### config.mk
export PLATFORM = sky130hd
export DESIGN_NAME = evt_pair_counter
export DESIGN_NICKNAME = d
export VERILOG_FILES = /design/src/rtl/evp_pkg.sv /design/src/rtl/evp_event_select.sv /design/src/rtl/evp_counter_slice.sv /design/src/rtl/evt_pair_counter.sv
export SDC_FILE = /design/constraint.sdc
export NUM_CORES = 1
export LEC_CHECK = 0
export BUFFER_PORTS_ARGS = -buffer_cell sky130_fd_sc_hd__buf_2
export CAP_MARGIN = 10
export CORE_ASPECT_RATIO = 0.9
export CORE_MARGIN = 2
export CORE_UTILIZATION = 55
export CTS_BUF_LIST = sky130_fd_sc_hd__clkbuf_4
export CTS_CLUSTER_SIZE = 40
export DETAILED_ROUTE_END_ITERATION = 6
export PLACE_DENSITY = 0.74
export SLEW_MARGIN = 10
export SYNTH_ARGS = -nofsm -noshare
export SYNTH_HDL_FRONTEND = slang
export SYNTH_HIERARCHICAL = 1
export SYNTH_SLANG_ARGS = --single-unit
### constraint.sdc
create_clock -name clk -period 6.5 [get_ports clk]
set_input_delay 1.3 -clock clk [delete_from_list [all_inputs] [get_ports clk]]
set_output_delay 1.3 -clock clk [all_outputs]
set_load 0.05 [all_outputs]
### src/rtl/evp_pkg.sv
`timescale 1ns/1ps
package evp_pkg;
    localparam int REG_DW = 32;

    localparam logic [7:0] EVT_GENERIC  = 8'h3C;
    localparam logic [7:0] EVT_DIV_BUSY = 8'h14;
    localparam logic [7:0] EVT_MULDIV   = 8'h13;

    typedef struct packed {
        logic       en;
        logic [1:0] spare;
        logic       irq_en;
        logic       inv;
        logic       edge_md;
        logic       os_en;
        logic       usr_en;
        logic [7:0] cmask;
        logic [7:0] umask;
        logic [7:0] evsel;
    } ctr_cfg_t;

    typedef enum logic [1:0] {
        HS_OFF   = 2'd0,
        HS_ARMED = 2'd1,
        HS_HELD  = 2'd2
    } hist_state_e;
endpackage

### src/rtl/evp_event_select.sv
`timescale 1ns/1ps
module evp_event_select
    import evp_pkg::*;
#(
    parameter int CTR_IDX = 0,
    parameter int NSRC    = 8,
    parameter int CW      = 3
) (
    input  logic [7:0]         evsel,
    input  logic [7:0]         umask,
    input  logic [NSRC*CW-1:0] evt_bus,
    output logic               sel_ok,
    output logic [CW-1:0]      sel_cnt
);
    localparam int NGEN    = NSRC - 2;
    localparam int DIV_SRC = NSRC - 2;
    localparam int MUL_SRC = NSRC - 1;

    int idx;

    always_comb begin
        sel_ok = 1'b0;
        idx    = 0;
        if (evsel == EVT_GENERIC && int'(umask) < NGEN) begin
            sel_ok = 1'b1;
            idx    = int'(umask);
        end else if (evsel == EVT_DIV_BUSY && umask == 8'h00 && CTR_IDX == 0) begin
            sel_ok = 1'b1;
            idx    = DIV_SRC;
        end else if (evsel == EVT_MULDIV && umask == 8'h00 && CTR_IDX == 1) begin
            sel_ok = 1'b1;
            idx    = MUL_SRC;
        end
    end

    always_comb begin
        sel_cnt = '0;
        for (int s = 0; s < NSRC; s++) begin
            if (sel_ok && idx == s) sel_cnt = evt_bus[s*CW +: CW];
        end
    end
endmodule

### src/rtl/evp_counter_slice.sv
`timescale 1ns/1ps
module evp_counter_slice
    import evp_pkg::*;
#(
    parameter  int CTR_W = 40,
    parameter  int CW    = 3,
    localparam int HI_W  = CTR_W - REG_DW
) (
    input  logic              clk,
    input  logic              rst_n,
    input  logic              en,
    input  logic              edge_md,
    input  logic              inv,
    input  logic              usr_en,
    input  logic              os_en,
    input  logic [7:0]        cmask,
    input  logic              sel_ok,
    input  logic [CW-1:0]     sel_cnt,
    input  logic [1:0]        priv_lvl,
    input  logic              wr_lo,
    input  logic              wr_hi,
    input  logic [REG_DW-1:0] wdata,
    output logic [CTR_W-1:0]  value,
    output logic              wrap
);
    hist_state_e st_q, st_d;

    logic            priv_ok;
    logic            qual;
    logic            cond;
    logic            edge_fire;
    logic [CW-1:0]   step;
    logic [7:0]      cnt8;
    logic [CTR_W:0]  sum;
    logic [CTR_W-1:0] value_q;

    always_comb begin
        priv_ok = (!usr_en && !os_en) || ((priv_lvl == 2'd0) ? os_en : usr_en);
        qual    = sel_ok && priv_ok;
        cnt8    = 8'(sel_cnt);
        if (cmask != 8'd0)
            cond = qual && (inv ? (cnt8 < cmask) : (cnt8 >= cmask));
        else
            cond = qual && (sel_cnt != '0);
    end

    // state register
    always_ff @(posedge clk) begin
        if (!rst_n) st_q <= HS_OFF;
        else        st_q <= st_d;
    end

    // next-state logic
    always_comb begin
        st_d = HS_OFF;
        unique case (st_q)
            HS_OFF:   st_d = cond ? HS_HELD : HS_ARMED;
            HS_ARMED: st_d = cond ? HS_HELD : HS_ARMED;
            HS_HELD:  st_d = cond ? HS_HELD : HS_ARMED;
            default:  st_d = HS_OFF;
        endcase
        if (!en) st_d = HS_OFF;
    end

    // output logic
    always_comb begin
        edge_fire = 1'b0;
        unique case (st_q)
            HS_OFF, HS_ARMED: edge_fire = cond;
            HS_HELD:          edge_fire = 1'b0;
            default:          edge_fire = 1'b0;
        endcase
        if (!en)                 step = '0;
        else if (edge_md)        step = CW'(edge_fire);
        else if (cmask != 8'd0)  step = CW'(cond);
        else                     step = qual ? sel_cnt : '0;
    end

    assign sum  = {1'b0, value_q} + (CTR_W+1)'(step);
    assign wrap = en && !(wr_lo || wr_hi) && sum[CTR_W];

    always_ff @(posedge clk) begin
        if (!rst_n) begin
            value_q <= '0;
        end else if (wr_lo || wr_hi) begin
            if (wr_lo) value_q[REG_DW-1:0]     <= wdata;
            if (wr_hi) value_q[CTR_W-1:REG_DW] <= wdata[HI_W-1:0];
        end else if (en) begin
            value_q <= sum[CTR_W-1:0];
        end
    end

    assign value = value_q;
endmodule

### src/rtl/evt_pair_counter.sv
`timescale 1ns/1ps
module evt_pair_counter
    import evp_pkg::*;
#(
    parameter  int NUM_CTR = 2,
    parameter  int CTR_W   = 40,
    parameter  int NSRC    = 8,
    parameter  int CW      = 3,
    localparam int AW      = $clog2(3*NUM_CTR+1)
) (
    input  logic               clk,
    input  logic               rst_n,
    input  logic               reg_wr,
    input  logic [AW-1:0]      reg_addr,
    input  logic [REG_DW-1:0]  reg_wdata,
    output logic [REG_DW-1:0]  reg_rdata,
    input  logic [1:0]         priv_lvl,
    input  logic [NSRC*CW-1:0] evt_bus,
    output logic               irq
);
    localparam logic [AW-1:0] STAT_ADDR = AW'(3*NUM_CTR);

    ctr_cfg_t [NUM_CTR-1:0]            cfg_q;
    logic     [NUM_CTR-1:0][CTR_W-1:0] ctr_val;
    logic     [NUM_CTR-1:0]            ovf_q;
    logic     [NUM_CTR-1:0]            wrap_v;
    logic     [NUM_CTR-1:0]            en_v, edge_v, ie_v;
    logic     [NUM_CTR-1:0][7:0]       cmask_v, evsel_v, umask_v;
    logic                              stat_wr;

    for (genvar g = 0; g < NUM_CTR; g++) begin : g_ctr
        logic          cfg_wr, lo_wr, hi_wr;
        logic          sel_ok;
        logic [CW-1:0] sel_cnt;

        assign cfg_wr = reg_wr && reg_addr == AW'(3*g);
        assign lo_wr  = reg_wr && reg_addr == AW'(3*g+1);
        assign hi_wr  = reg_wr && reg_addr == AW'(3*g+2);

        always_ff @(posedge clk) begin
            if (!rst_n)      cfg_q[g] <= '0;
            else if (cfg_wr) cfg_q[g] <= ctr_cfg_t'(reg_wdata);
        end

        assign en_v[g]    = cfg_q[g].en;
        assign edge_v[g]  = cfg_q[g].edge_md;
        assign ie_v[g]    = cfg_q[g].irq_en;
        assign cmask_v[g] = cfg_q[g].cmask;
        assign evsel_v[g] = cfg_q[g].evsel;
        assign umask_v[g] = cfg_q[g].umask;

        evp_event_select #(.CTR_IDX(g), .NSRC(NSRC), .CW(CW)) u_sel (
            .evsel   (cfg_q[g].evsel),
            .umask   (cfg_q[g].umask),
            .evt_bus (evt_bus),
            .sel_ok  (sel_ok),
            .sel_cnt (sel_cnt)
        );

        evp_counter_slice #(.CTR_W(CTR_W), .CW(CW)) u_slice (
            .clk      (clk),
            .rst_n    (rst_n),
            .en       (cfg_q[g].en),
            .edge_md  (cfg_q[g].edge_md),
            .inv      (cfg_q[g].inv),
            .usr_en   (cfg_q[g].usr_en),
            .os_en    (cfg_q[g].os_en),
            .cmask    (cfg_q[g].cmask),
            .sel_ok   (sel_ok),
            .sel_cnt  (sel_cnt),
            .priv_lvl (priv_lvl),
            .wr_lo    (lo_wr),
            .wr_hi    (hi_wr),
            .wdata    (reg_wdata),
            .value    (ctr_val[g]),
            .wrap     (wrap_v[g])
        );
    end

    assign stat_wr = reg_wr && reg_addr == STAT_ADDR;

    always_ff @(posedge clk) begin
        if (!rst_n) ovf_q <= '0;
        else        ovf_q <= (ovf_q & ~(stat_wr ? reg_wdata[NUM_CTR-1:0] : '0)) | wrap_v;
    end

    assign irq = |(ovf_q & ie_v);

    always_comb begin
        reg_rdata = '0;
        for (int k = 0; k < NUM_CTR; k++) begin
            if (reg_addr == AW'(3*k))   reg_rdata = REG_DW'(cfg_q[k]);
            if (reg_addr == AW'(3*k+1)) reg_rdata = ctr_val[k][REG_DW-1:0];
            if (reg_addr == AW'(3*k+2)) reg_rdata = REG_DW'(ctr_val[k][CTR_W-1:REG_DW]);
        end
        if (reg_addr == STAT_ADDR) reg_rdata = REG_DW'(ovf_q);
    end
endmodule

==> results.md, run 1 <==
* Outcome: completed
* Switch Pwr at 0.595 mW
* Minimum clock period at 5.70 ns
* First-pass GRT wire length at 55.6 mm
* Slew @ Worst Pin at 0.972 ns
* Initial DRC count at 1345
* Setup_tns at 0 ns
* R2R setup slack at 0.80 ns
* Post-Syn Nets at about 1400
* # hold bufs at CTS at 0
* CP Buf/Inv Count at 2
* Comb pwr share at 13.4%
* Dominant synthesized flop cell: dfxtp_1
* Crit path required time at 7.01 ns
* Post-CTS setup buffers at 0
* Slew HR at 35.0%
* Clock latency on the worst-skew pair at 0.58 ns
* Critical Path Stages at 21
* Drt pass-1 iters at 5
* Largest cells by area after synthesis: dfxtp_1 (30%), nand2_1 (8.0%), o21ai_0 (4.4%)
* Fillers at ~1700
* Resize count post-CTS at 0
* Power Total at 1.99 mW
* WS Path Type: reg2reg
* Placed inst area at 0.0105 mm²
* Slew Limit Fails at 0
* Final instance area at 0.0108 mm²
* Hold Vio Cnt, Final at 0
* # setup viols final at 0
* Share of synthesized registers carrying an async set or reset at 0%
* CP peak stage delay at approximately 0.54 ns
* Top-Level Pins at between 90 and 100
* Worst Path Max Fanout at 10
* Clock power share at 36.3%
* Total track usage at 36.9%
* CTS tree: done
* Ratio of final minimum period to clock period at 87.7%
* Hpwl dp at roughly 27 mm
* #FFs+latches synth at 150
* Post-route ant nets at 0
* Largest net degree at the start of global routing at 83
* H-tree levels at 4
* DRC at 0
* DR vias/cell at 6.53
* Initial Utilization at 56.5%
* NumNets Final at between 1000 and 1500
* CP cell instances: nor4_4 > nand4_2 > a21oi_1 > o311ai_0 > a31oi_1 > inv_1 > ha_1 > nor2b_1 > o21ai_0 > a31oi_1 > o2111ai_1 > a2111oi_0 > ha_1 > inv_1 > fa_1 > nand2b_1 > a211o_1 > nor3_1 > nand2_1 > nor2_1 > o21a_1
* CTS sink count at 150
* Reg2reg start: cfg_q[44]$_SDFFE_PN0P_
* Slowest CP cell: nor4_4
* RSZ-0062 raised after global routing: no
* Sequential Power Share at 50.3%
* Full die area at 0.0193 mm²
* Clock slew at reported path FFs at between 0.1 and 0.15 ns
* Total length of routed wires at about 36 mm
* Via count at 10500
* R2R Path End: ovf_q[1]$_SDFF_PN0_
* Share of the yosys chip area belonging to registers at 30.0%
* Area Growth Syn to Fin at 8.08%
* Largest delay share family, worst path: compound AO/OA/AOI/OAI gates
* Net Sw Frac at 29.9%
* WP data arrival at approximately 6.2 ns
* Die height at 132 µm
* Drt wl/cell at ~23 µm
* Std-Cell Core Area at 0.0177 mm²
* Clock Skews at 0.0227 ns
* Die W at around 150 µm
* Synth cell types at 94
* Hold WC Path Type: reg2reg
* Total congestion overflow at 0
* Row count at 46
* Vias in the first global route at 9457
* Critical Path Start Type: register
* Max clock buf depth at 2
* Post-synth EDFFs at 0
* Critical Path Sink: ovf_q[1]$_SDFF_PN0_
* Synth top area share at 30.0%
* Yosys top cell by area: dfxtp_1
* R2R depth at 21
* CTS Root Cell: clkbuf_4
* Pint at between 1 and 1.5 mW
* CP Launch Point: cfg_q[44]$_SDFFE_PN0P_
* Antenna violations before repair at 2
* Maxcap violations at 0
* CTS Buf Count at 17
* LEAKAGE at 3.70 nW
* Synthesized area at 0.0100 mm²
* PortBufs at 96
* Synth warn at 6
* Gpl congestion at 0.969
* Fraction of layout cells with a size suffix above 1 at 13.8%
* Post-Synthesis Cells at 1303
* Pwr Density at about 180 mW/mm²
* Highest clock rate at around 0.18 GHz
* CP endpoint kind: register
* VDD IR-drop max at roughly 200 µV
* Avg Synthesized Cell Area at 7.69 µm²
## stage by stage
step / utilization (%) / worst slack, ns / instances / hold slack (ns)
floorplan: - / 0.962 / 1303 / 0.434
global placement: 59.1 / 0.673 / 1571 / 0.440
detailed placement: 59.1 / 0.585 / 1571 / 0.447
CTS: 61.1 / 1.01 / 1603 / 0.465
global route: 61.1 / 0.468 / 1604 / 0.492
finish: 61.1 / 0.799 / 1605 / 0.467
## per-layer routing
| layer | part of all wire (%) | GRT usage (%) | wire [µm] | vias to the layer above |
|---|---|---|---|---|
| met4 | 5.2 | 17.3 | 1880 | 0 |
| met5 | 0 | 0 | 0 | - |
| li1 | - | - | - | 4826 |
| met3 | 11 | 8.37 | 4110 | 124 |
| met1 | 40 | 50.0 | 14500 | 4862 |
| met2 | 43 | 55.8 | 15700 | 672 |
## registers in the layout (all words and copies together), names as in the netlist
signal and flops:
cfg_q 64, g_ctr.u_slice/st_q 4, g_ctr.u_slice/value 80, ovf_q 2
## cell type report
class / instances / area, µm² / area share [%]
Antenna cell: 2 / 5.00 / 0.0462
Multi-Input combinational cell: 1027 / 6390 / 59.0
Inverter: 39 / 146 / 1.35
Sequential cell: 150 / 3000 / 27.7
Clock buffer: 18 / 135 / 1.25
Timing Repair Buffer: 115 / 626 / 5.78
Tap cell: 240 / 300 / 2.77
Clock inverter: 14 / 220 / 2.03
## power groups by stage
| stage | combinational [mW] | sequential, mW | clock, mW |
|---|---|---|---|
| floorplan | 0.178 | 0.998 | 0 |
| finish | 0.268 | 1.00 | 0.722 |
| detailed placement | 0.259 | 1.02 | 0 |
| CTS | 0.261 | 1.00 | 0.731 |
| global route | 0.286 | 1.01 | 0.764 |
| global placement | 0.256 | 1.02 | 0 |
## worst register-to-register path: stages, from the launching register on
cell and delay, ns:
dfxtp_1 0.37, nor4_4 0.54, nand4_2 0.25, a21oi_1 0.25
o311ai_0 0.18, a31oi_1 0.34, inv_1 0.08, ha_1 0.21
nor2b_1 0.12, o21ai_0 0.11, a31oi_1 0.21, o2111ai_1 0.17
a2111oi_0 0.44, ha_1 0.24, inv_1 0.05, fa_1 0.39
nand2b_1 0.24, a211o_1 0.47, nor3_1 0.54, nand2_1 0.11
nor2_1 0.17, o21a_1 0.15
## Yosys cell counts (all sizes together), types with 11 or more instances
master,n
a21boi,68
nand3b,11
or4,13
nor3,30
and2,12
clkbuf,46
nor2b,18
inv,38
nand3,38
dfxtp,150
o211ai,14
nand4,25
a31oi,12
a211oi,13
buf,39
nand2b,12
and4,13
xor2,13
nand2,214
nor2,87
o21ai,92
xnor2,34
nor4,27
ha,12
and3,18
mux2i,43
a21oi,79
## logic make-up after synthesis
kind of cell             count (synthesis)  synth area share [%]
flip-flops                             150                  30.0
multiplexers                            55                  6.32
buffers and inverters                  126                  6.24
AND/OR/NAND/NOR                        552                  28.1
XOR/XNOR                                47                  4.11
adder cells (fa/ha/maj)                 14                  1.90
AO/OA/AOI/OAI                          359                  23.4
## layout by cell type, fill, tap and decap left out, types with 9 or more instances in the layout
cell type / n
and2_1: 10
dfxtp_1: 150
o2111ai_1: 9
a21boi_0: 52
nand2b_1: 11
o21ai_0: 89
nand3b_1: 11
nand3_1: 37
xnor2_1: 34
nor2b_1: 16
a21boi_1: 16
buf_2: 95
and4_1: 11
nand2_1: 214
buf_4: 20
xor2_1: 13
nand4_1: 23
nor3_1: 29
clkbuf_4: 18
a21oi_1: 79
and3_1: 16
nor4_1: 25
or3_1: 9
nor2_1: 87
a211oi_1: 13
ha_1: 12
or4_1: 13
o211ai_1: 13
mux2i_1: 43
inv_1: 36
a31oi_1: 12
## worst min-delay path by stage
stage | cells after the start | to | startpoint | slack, ns
after global placement | 2 | cfg_q[29]$_SDFFE_PN0P_ | cfg_q[29]$_SDFFE_PN0P_ | 0.44
after floorplan | 2 | cfg_q[29]$_SDFFE_PN0P_ | cfg_q[29]$_SDFFE_PN0P_ | 0.43
after global routing | 2 | cfg_q[29]$_SDFFE_PN0P_ | cfg_q[29]$_SDFFE_PN0P_ | 0.49
final | 2 | cfg_q[30]$_SDFFE_PN0P_ | cfg_q[30]$_SDFFE_PN0P_ | 0.47
after detailed placement | 2 | cfg_q[30]$_SDFFE_PN0P_ | cfg_q[30]$_SDFFE_PN0P_ | 0.45
after CTS | 2 | cfg_q[30]$_SDFFE_PN0P_ | cfg_q[30]$_SDFFE_PN0P_ | 0.47
No activity file was read; power rests on OpenSTA's default activity.
==> run 2: changes to the inputs <==
Settings changed: CTS_BUF_LIST sky130_fd_sc_hd__clkbuf_4 to unset.
==> run 2 against run 1 <==
  * Critical path depth unchanged
  * Highest routed layer unchanged
  * Critical endpoint unchanged
  * Hold slack worse by 0.014 ns
  * Wire length up 0.36%
==> results.md, run 2 (synthesis gave the netlist of run 1 again) <==
* Outcome: completed
* Commonest non-fill, non-tap cells in the layout: nand2_1 (214), dfxtp_1 (150), buf_2 (95)
* WP data arrival at 6.10 ns
* Largest net degree at the start of global routing at slightly above 80
* Slowest CP cell: nor3_1
* Net Sw Frac at 27.1%
* Post-CTS setup buffers at 0
* Most common cell after layout, fill and taps aside: nand2_1
* Hpwl dp at 26.6 mm
* Non-Filler Instances at 1605
* Total congestion overflow at 0
* Row count at between 40 and 50
* Via count at 10600
* RSZ-0062 raised after global routing: no
* Clock slew at reported path FFs at 0.07 ns
* First-pass GRT wire length at 55.7 mm
* Max FFs per register at 80
* Worst hold slack at 0.454 ns
* Slew HR at 34.0%
* Drt wl/cell at 22.6 µm
* CTS Buf Count at 17
* WS Path Type: reg2reg
* Cells after DPL at 1571
* PortBufs at 96
* Resize count post-CTS at 0
* Comb pwr share at between 10% and 20%
* R2R Path End: ovf_q[1]$_SDFF_PN0_
* Fraction of layout cells with a size suffix above 1 at 13.8%
* Pint at 1.74 mW
* Ratio of final minimum period to clock period at 88.2%
* R2R depth at 21
* Setup_tns at 0 ns
* Highest clock rate at 0.174 GHz
* Antenna violations before repair at 2
* Fillers at 1649
* Std-Cell Core Area at about 0.018 mm²
* Top-Level Pins at 97
* # setup viols final at 0
* Maxcap violations at 0
* Dpl ws at 0.585 ns
* CTS tree: done
* Die height at about 130 µm
* NumNets Final at 1428
* Total track usage at ~37%
* R2R setup slack at between 0.7 and 0.8 ns
* Clock Skews at ~0.011 ns
* Switch Pwr at 0.647 mW
* Full die area at 0.0193 mm²
* VDD IR-drop max at about 220 µV
* Vias in the first global route at 9444
* Area Growth Syn to Fin at 11.1%
* Slew Limit Fails at 0
* Hold WC Path Type: reg2reg
* CTS sink count at 150
* Clock power share at between 40% and 50%
* CP Launch Point: cfg_q[44]$_SDFFE_PN0P_
* Sequential Power Share at 42.0%
* Setup ws final at 0.765 ns
* Die W at 146 µm
* Gpl congestion at 0.969
* CP cell instances: nor4_4 > nand4_2 > a21oi_1 > o311ai_0 > a31oi_1 > inv_1 > ha_1 > nor2b_1 > o21ai_0 > a31oi_1 > o2111ai_1 > a2111oi_0 > ha_1 > inv_1 > fa_1 > nand2b_1 > a211o_1 > nor3_1 > nand2_1 > nor2_1 > o21a_1
* DRC at 0
* Minimum clock period at 5.73 ns
* CP peak stage delay at 0.56 ns
* Drt pass-1 iters at 7
* Critical Path Sink: ovf_q[1]$_SDFF_PN0_
* Hold Vio Cnt, Final at 0
* Crit path required time at 6.87 ns
* Clock latency on the worst-skew pair at 0.43 ns
* Initial Utilization at a little under three fifths
* Initial DRC count at 1246
* Worst Path Max Fanout at 10
* Reg2reg start: cfg_q[44]$_SDFFE_PN0P_
* Critical Path Start Type: register
* Pwr Density at between 200 and 250 mW/mm²
* Max clock buf depth at 2
* DR vias/cell at 6.59
* # hold bufs at CTS at 0
* CP endpoint kind: register
* Post-route ant nets at 0
* Total length of routed wires at between 30 and 40 mm
* Worst Min Path Start: cfg_q[30]$_SDFFE_PN0P_
* LEAKAGE at 3.83 nW
* H-tree levels at 4
* Slew @ Worst Pin at about 0.99 ns
* CTS Root Cell: clkbuf_16
-- run 2: power groups by stage --
| stage | logic, mW | clock network (mW) | registers (mW) |
|---|---|---|---|
| 6_report | 0.268 | 1.12 | 1.00 |
| 5_1_grt | 0.286 | 1.16 | 1.01 |
| 4_1_cts | 0.261 | 1.12 | 1.00 |
| 3_5_place_dp | 0.259 | 0 | 1.02 |
| 3_3_place_gp | 0.256 | 0 | 1.02 |
| 2_1_floorplan | 0.178 | 0 | 0.998 |
-- run 2: worst min-delay path by stage --
stage | cells after the start | end
floorplan | 2 | cfg_q[29]$_SDFFE_PN0P_
global placement | 2 | cfg_q[29]$_SDFFE_PN0P_
detailed placement | 2 | cfg_q[30]$_SDFFE_PN0P_
CTS | 2 | cfg_q[30]$_SDFFE_PN0P_
global route | 2 | cfg_q[29]$_SDFFE_PN0P_
finish | 2 | cfg_q[30]$_SDFFE_PN0P_
-- run 2: layout make-up --
type                       instances  area, µm²  area share [%]
tap                              240        300            2.70
inverter                          39        146            1.31
sequential                       150       3000            27.0
timing repair buffer             115        626            5.62
antenna                            2       5.00          0.0450
clock buffer                      19        443            3.98
multi-input combinational       1027       6390            57.4
clock inverter                    13        216            1.94
-- run 2: metal layers --
metal / up-vias / wire (µm) / global-route usage [%]
li1: 4828 / - / -
met1: 4958 / 14500 / 50.4
met2: 695 / 15700 / 55.5
met3: 103 / 4250 / 8.34
met4: 0 / 1900 / 17.9
met5: - / 0 / 0
-- run 2: worst max-delay path, delay by kind of cell, from the launching register on --
| family | cells | cell delay (ns) |
|---|---|---|
| flops | 1 | 0.34 |
| fa+ha+maj | 3 | 0.85 |
| simple gates | 7 | 1.99 |
| compound gates | 9 | 2.35 |
| buf+inv | 2 | 0.15 |
-- run 2: per-stage QoR --
stage                     cell area (µm²)  total power, mW  util, %
after floorplan                     10000             1.18        -
after global placement              10500             1.28     59.1
after detailed placement            10500             1.28     59.1
after CTS                           11100             2.38     62.8
after global routing                11100             2.45     62.8
final                               11100             2.39     62.8
==> run 3: changes to the inputs <==
Settings changed: PLACE_DENSITY 0.74 to 0.81.
==> run 3 against run 2 <==
  * The flow now finishes with violations (design-rule violations)
  * Wire length is 2.1% lower
  * Via count grew 1.1%
  * Utilization down 0.26 points
  * Critical endpoint is now g_ctr[0].u_slice/value[28]$_SDFFE_PN0P_
  * Power shrank 2.5%
  * Global-route usage down 1.0 points
  * Fmax is 2.4% lower
  * Cell area down 0.42%
==> results.md, run 3 (synthesis gave the netlist of run 1 again) <==
* Maxcap violations at 0
* Total track usage at between 30% and 40%
* Outcome: finished, violations left
* Resize count post-CTS at 0
* Worst hold slack at 0.453 ns
* Pwr Density at around 210 mW/mm²
* Hold WC Path Type: reg2reg
* Final Util at 62.5%
* Slew @ Worst Pin at 1.01 ns
* Slew Limit Fails at 0
* Commonest non-fill, non-tap cells in the layout: nand2_1 (214), dfxtp_1 (150), buf_2 (96)
* Slowest CP cell: or4_1
* NumNets Final at 1427
* Highest clock rate at 0.170 GHz
* DRC at 1
* Worst Path Max Fanout at 8
* Crit path required time at just under 7 ns
* # setup viols final at 0
* Setup_tns at 0 ns
* CP Buf/Inv Count at 2
* Final instance area at 0.0111 mm²
* Placed inst area at 0.0105 mm²
* Switch Pwr at 0.633 mW
* Most common cell after layout, fill and taps aside: nand2_1
* Sequential Power Share at 43.1%
* Clock Skews at 0.0112 ns
* CP cell instances: buf_2 > or3b_2 > a21oi_1 > nor3_1 > a2111oi_2 > ha_1 > nor2b_1 > o21a_1 > o2111ai_1 > o21ai_0 > nor2_1 > ha_1 > inv_1 > fa_1 > nor2b_1 > o211ai_2 > or4_1 > or4_1 > a31oi_1
* Multi-input logic area at about 0.0064 mm²
* Largest net degree at the start of global routing at 78
* Fillers at 1570
* Clock latency on the worst-skew pair at 0.43 ns
* Clock slew at reported path FFs at 0.06 ns
* Max FFs per register at 80
* Largest delay share family, worst path: simple AND/OR/NAND/NOR gates
* Drt wl/cell at between 20 and 25 µm
* WP data arrival at 6.24 ns
* Gpl congestion at 1.07
* Max clock buf depth at 2
* Power Total at 2.33 mW
* Drt pass-1 iters at 7
* Total congestion overflow at 0
* Std-Cell Core Area at 0.0177 mm²
* LEAKAGE at ~3.8 nW
* R2R depth at 17
* Area Growth Syn to Fin at 10.7%
* Slew HR at 32.7%
* First-pass GRT wire length at around 55 mm
* Ratio of final minimum period to clock period at 90.4%
* CTS Buf Count at 17
* Hpwl dp at 25.5 mm
* Reg area at 0.00300 mm²
* Initial Utilization at 56.5%
* CTS sink count at 150
* Failing checks: design-rule violations
* Vias in the first global route at 9672
* R2R setup slack at just under 0.7 ns
* Hold Vio Cnt, Final at 0
* Critical Path Start Type: input port
* Die W at 146 µm
* VDD IR-drop max at 180 µV
* # hold bufs at CTS at 0
* Clock power share at a little under half
* Full die area at between 0.015 and 0.02 mm²
* DR vias/cell at 6.67
* Critical Path Stages at 19
* Net Sw Frac at 27.2%
* CTS tree: done
* Hold depth at 2
* Row count at 46
* Minimum clock period at ~5.9 ns
* H-tree levels at 4
* CP peak stage delay at 0.68 ns
* Post-CTS setup buffers at 0
* Die height at 132 µm
* Pint at 1.70 mW
* Comb pwr share at 11.4%
* Fraction of layout cells with a size suffix above 1 at 13.6%
* Via count at 10700
* Post-route ant nets at 0
* CP endpoint kind: register
* PortBufs at 96
* WS Path Type: in2reg
* Total length of routed wires at 35.5 mm
* CTS Root Cell: clkbuf_16
* Top-Level Pins at just under 100
* Initial DRC count at 1406
* Antenna violations before repair at 2
* RSZ-0062 raised after global routing: no
==> run 3: final timing paths <==
check	from	end
worst max-delay path	evt_bus[1]	g_ctr[0].u_slice/value[28]$_SDFFE_PN0P_
worst min-delay path	cfg_q[30]$_SDFFE_PN0P_	cfg_q[30]$_SDFFE_PN0P_
worst max register to register	cfg_q[6]$_SDFFE_PN0P_	g_ctr[0].u_slice/value[28]$_SDFFE_PN0P_
worst min register to register	cfg_q[30]$_SDFFE_PN0P_	cfg_q[30]$_SDFFE_PN0P_
==> run 3: worst min-delay path, delay by kind of cell, from the launching register on <==
kind / cells / cell delay [ns]
and+or+nand+nor: 1 / 0.05
DFF: 1 / 0.31
AOI/OAI and AO/OA: 1 / 0.05
==> run 3: cell type report <==
type / instances / share of cell area [%]
inverters: 39 / 1.32
clock inverters: 11 / 1.57
repair buffers: 114 / 5.55
well taps: 240 / 2.71
clock buffers: 20 / 4.03
multi-input cells: 1027 / 57.7
diodes: 3 / 0.0677
flip-flops and latches: 150 / 27.1
==> run 3: per-stage QoR <==
stage	cells	worst slack, ns
5_1_grt	1601	0.214
2_1_floorplan	1303	0.962
3_3_place_gp	1570	0.488
6_report	1604	0.623
3_5_place_dp	1570	0.374
4_1_cts	1601	0.825
==> run 3: routing by layer <==
layer  GRT usage, %  wire length [µm]
met5              0                 0
met4           18.0              1940
met3           9.48              4550
met2           53.9             15200
met1           48.0             13800
==> run 3: power by group through the flow <==
stage	logic (mW)	clock network, mW	registers, mW
2_1_floorplan	0.178	0	0.998
5_1_grt	0.283	1.10	1.01
3_5_place_dp	0.256	0	1.02
4_1_cts	0.258	1.06	1.00
6_report	0.266	1.06	1.00
3_3_place_gp	0.252	0	1.02
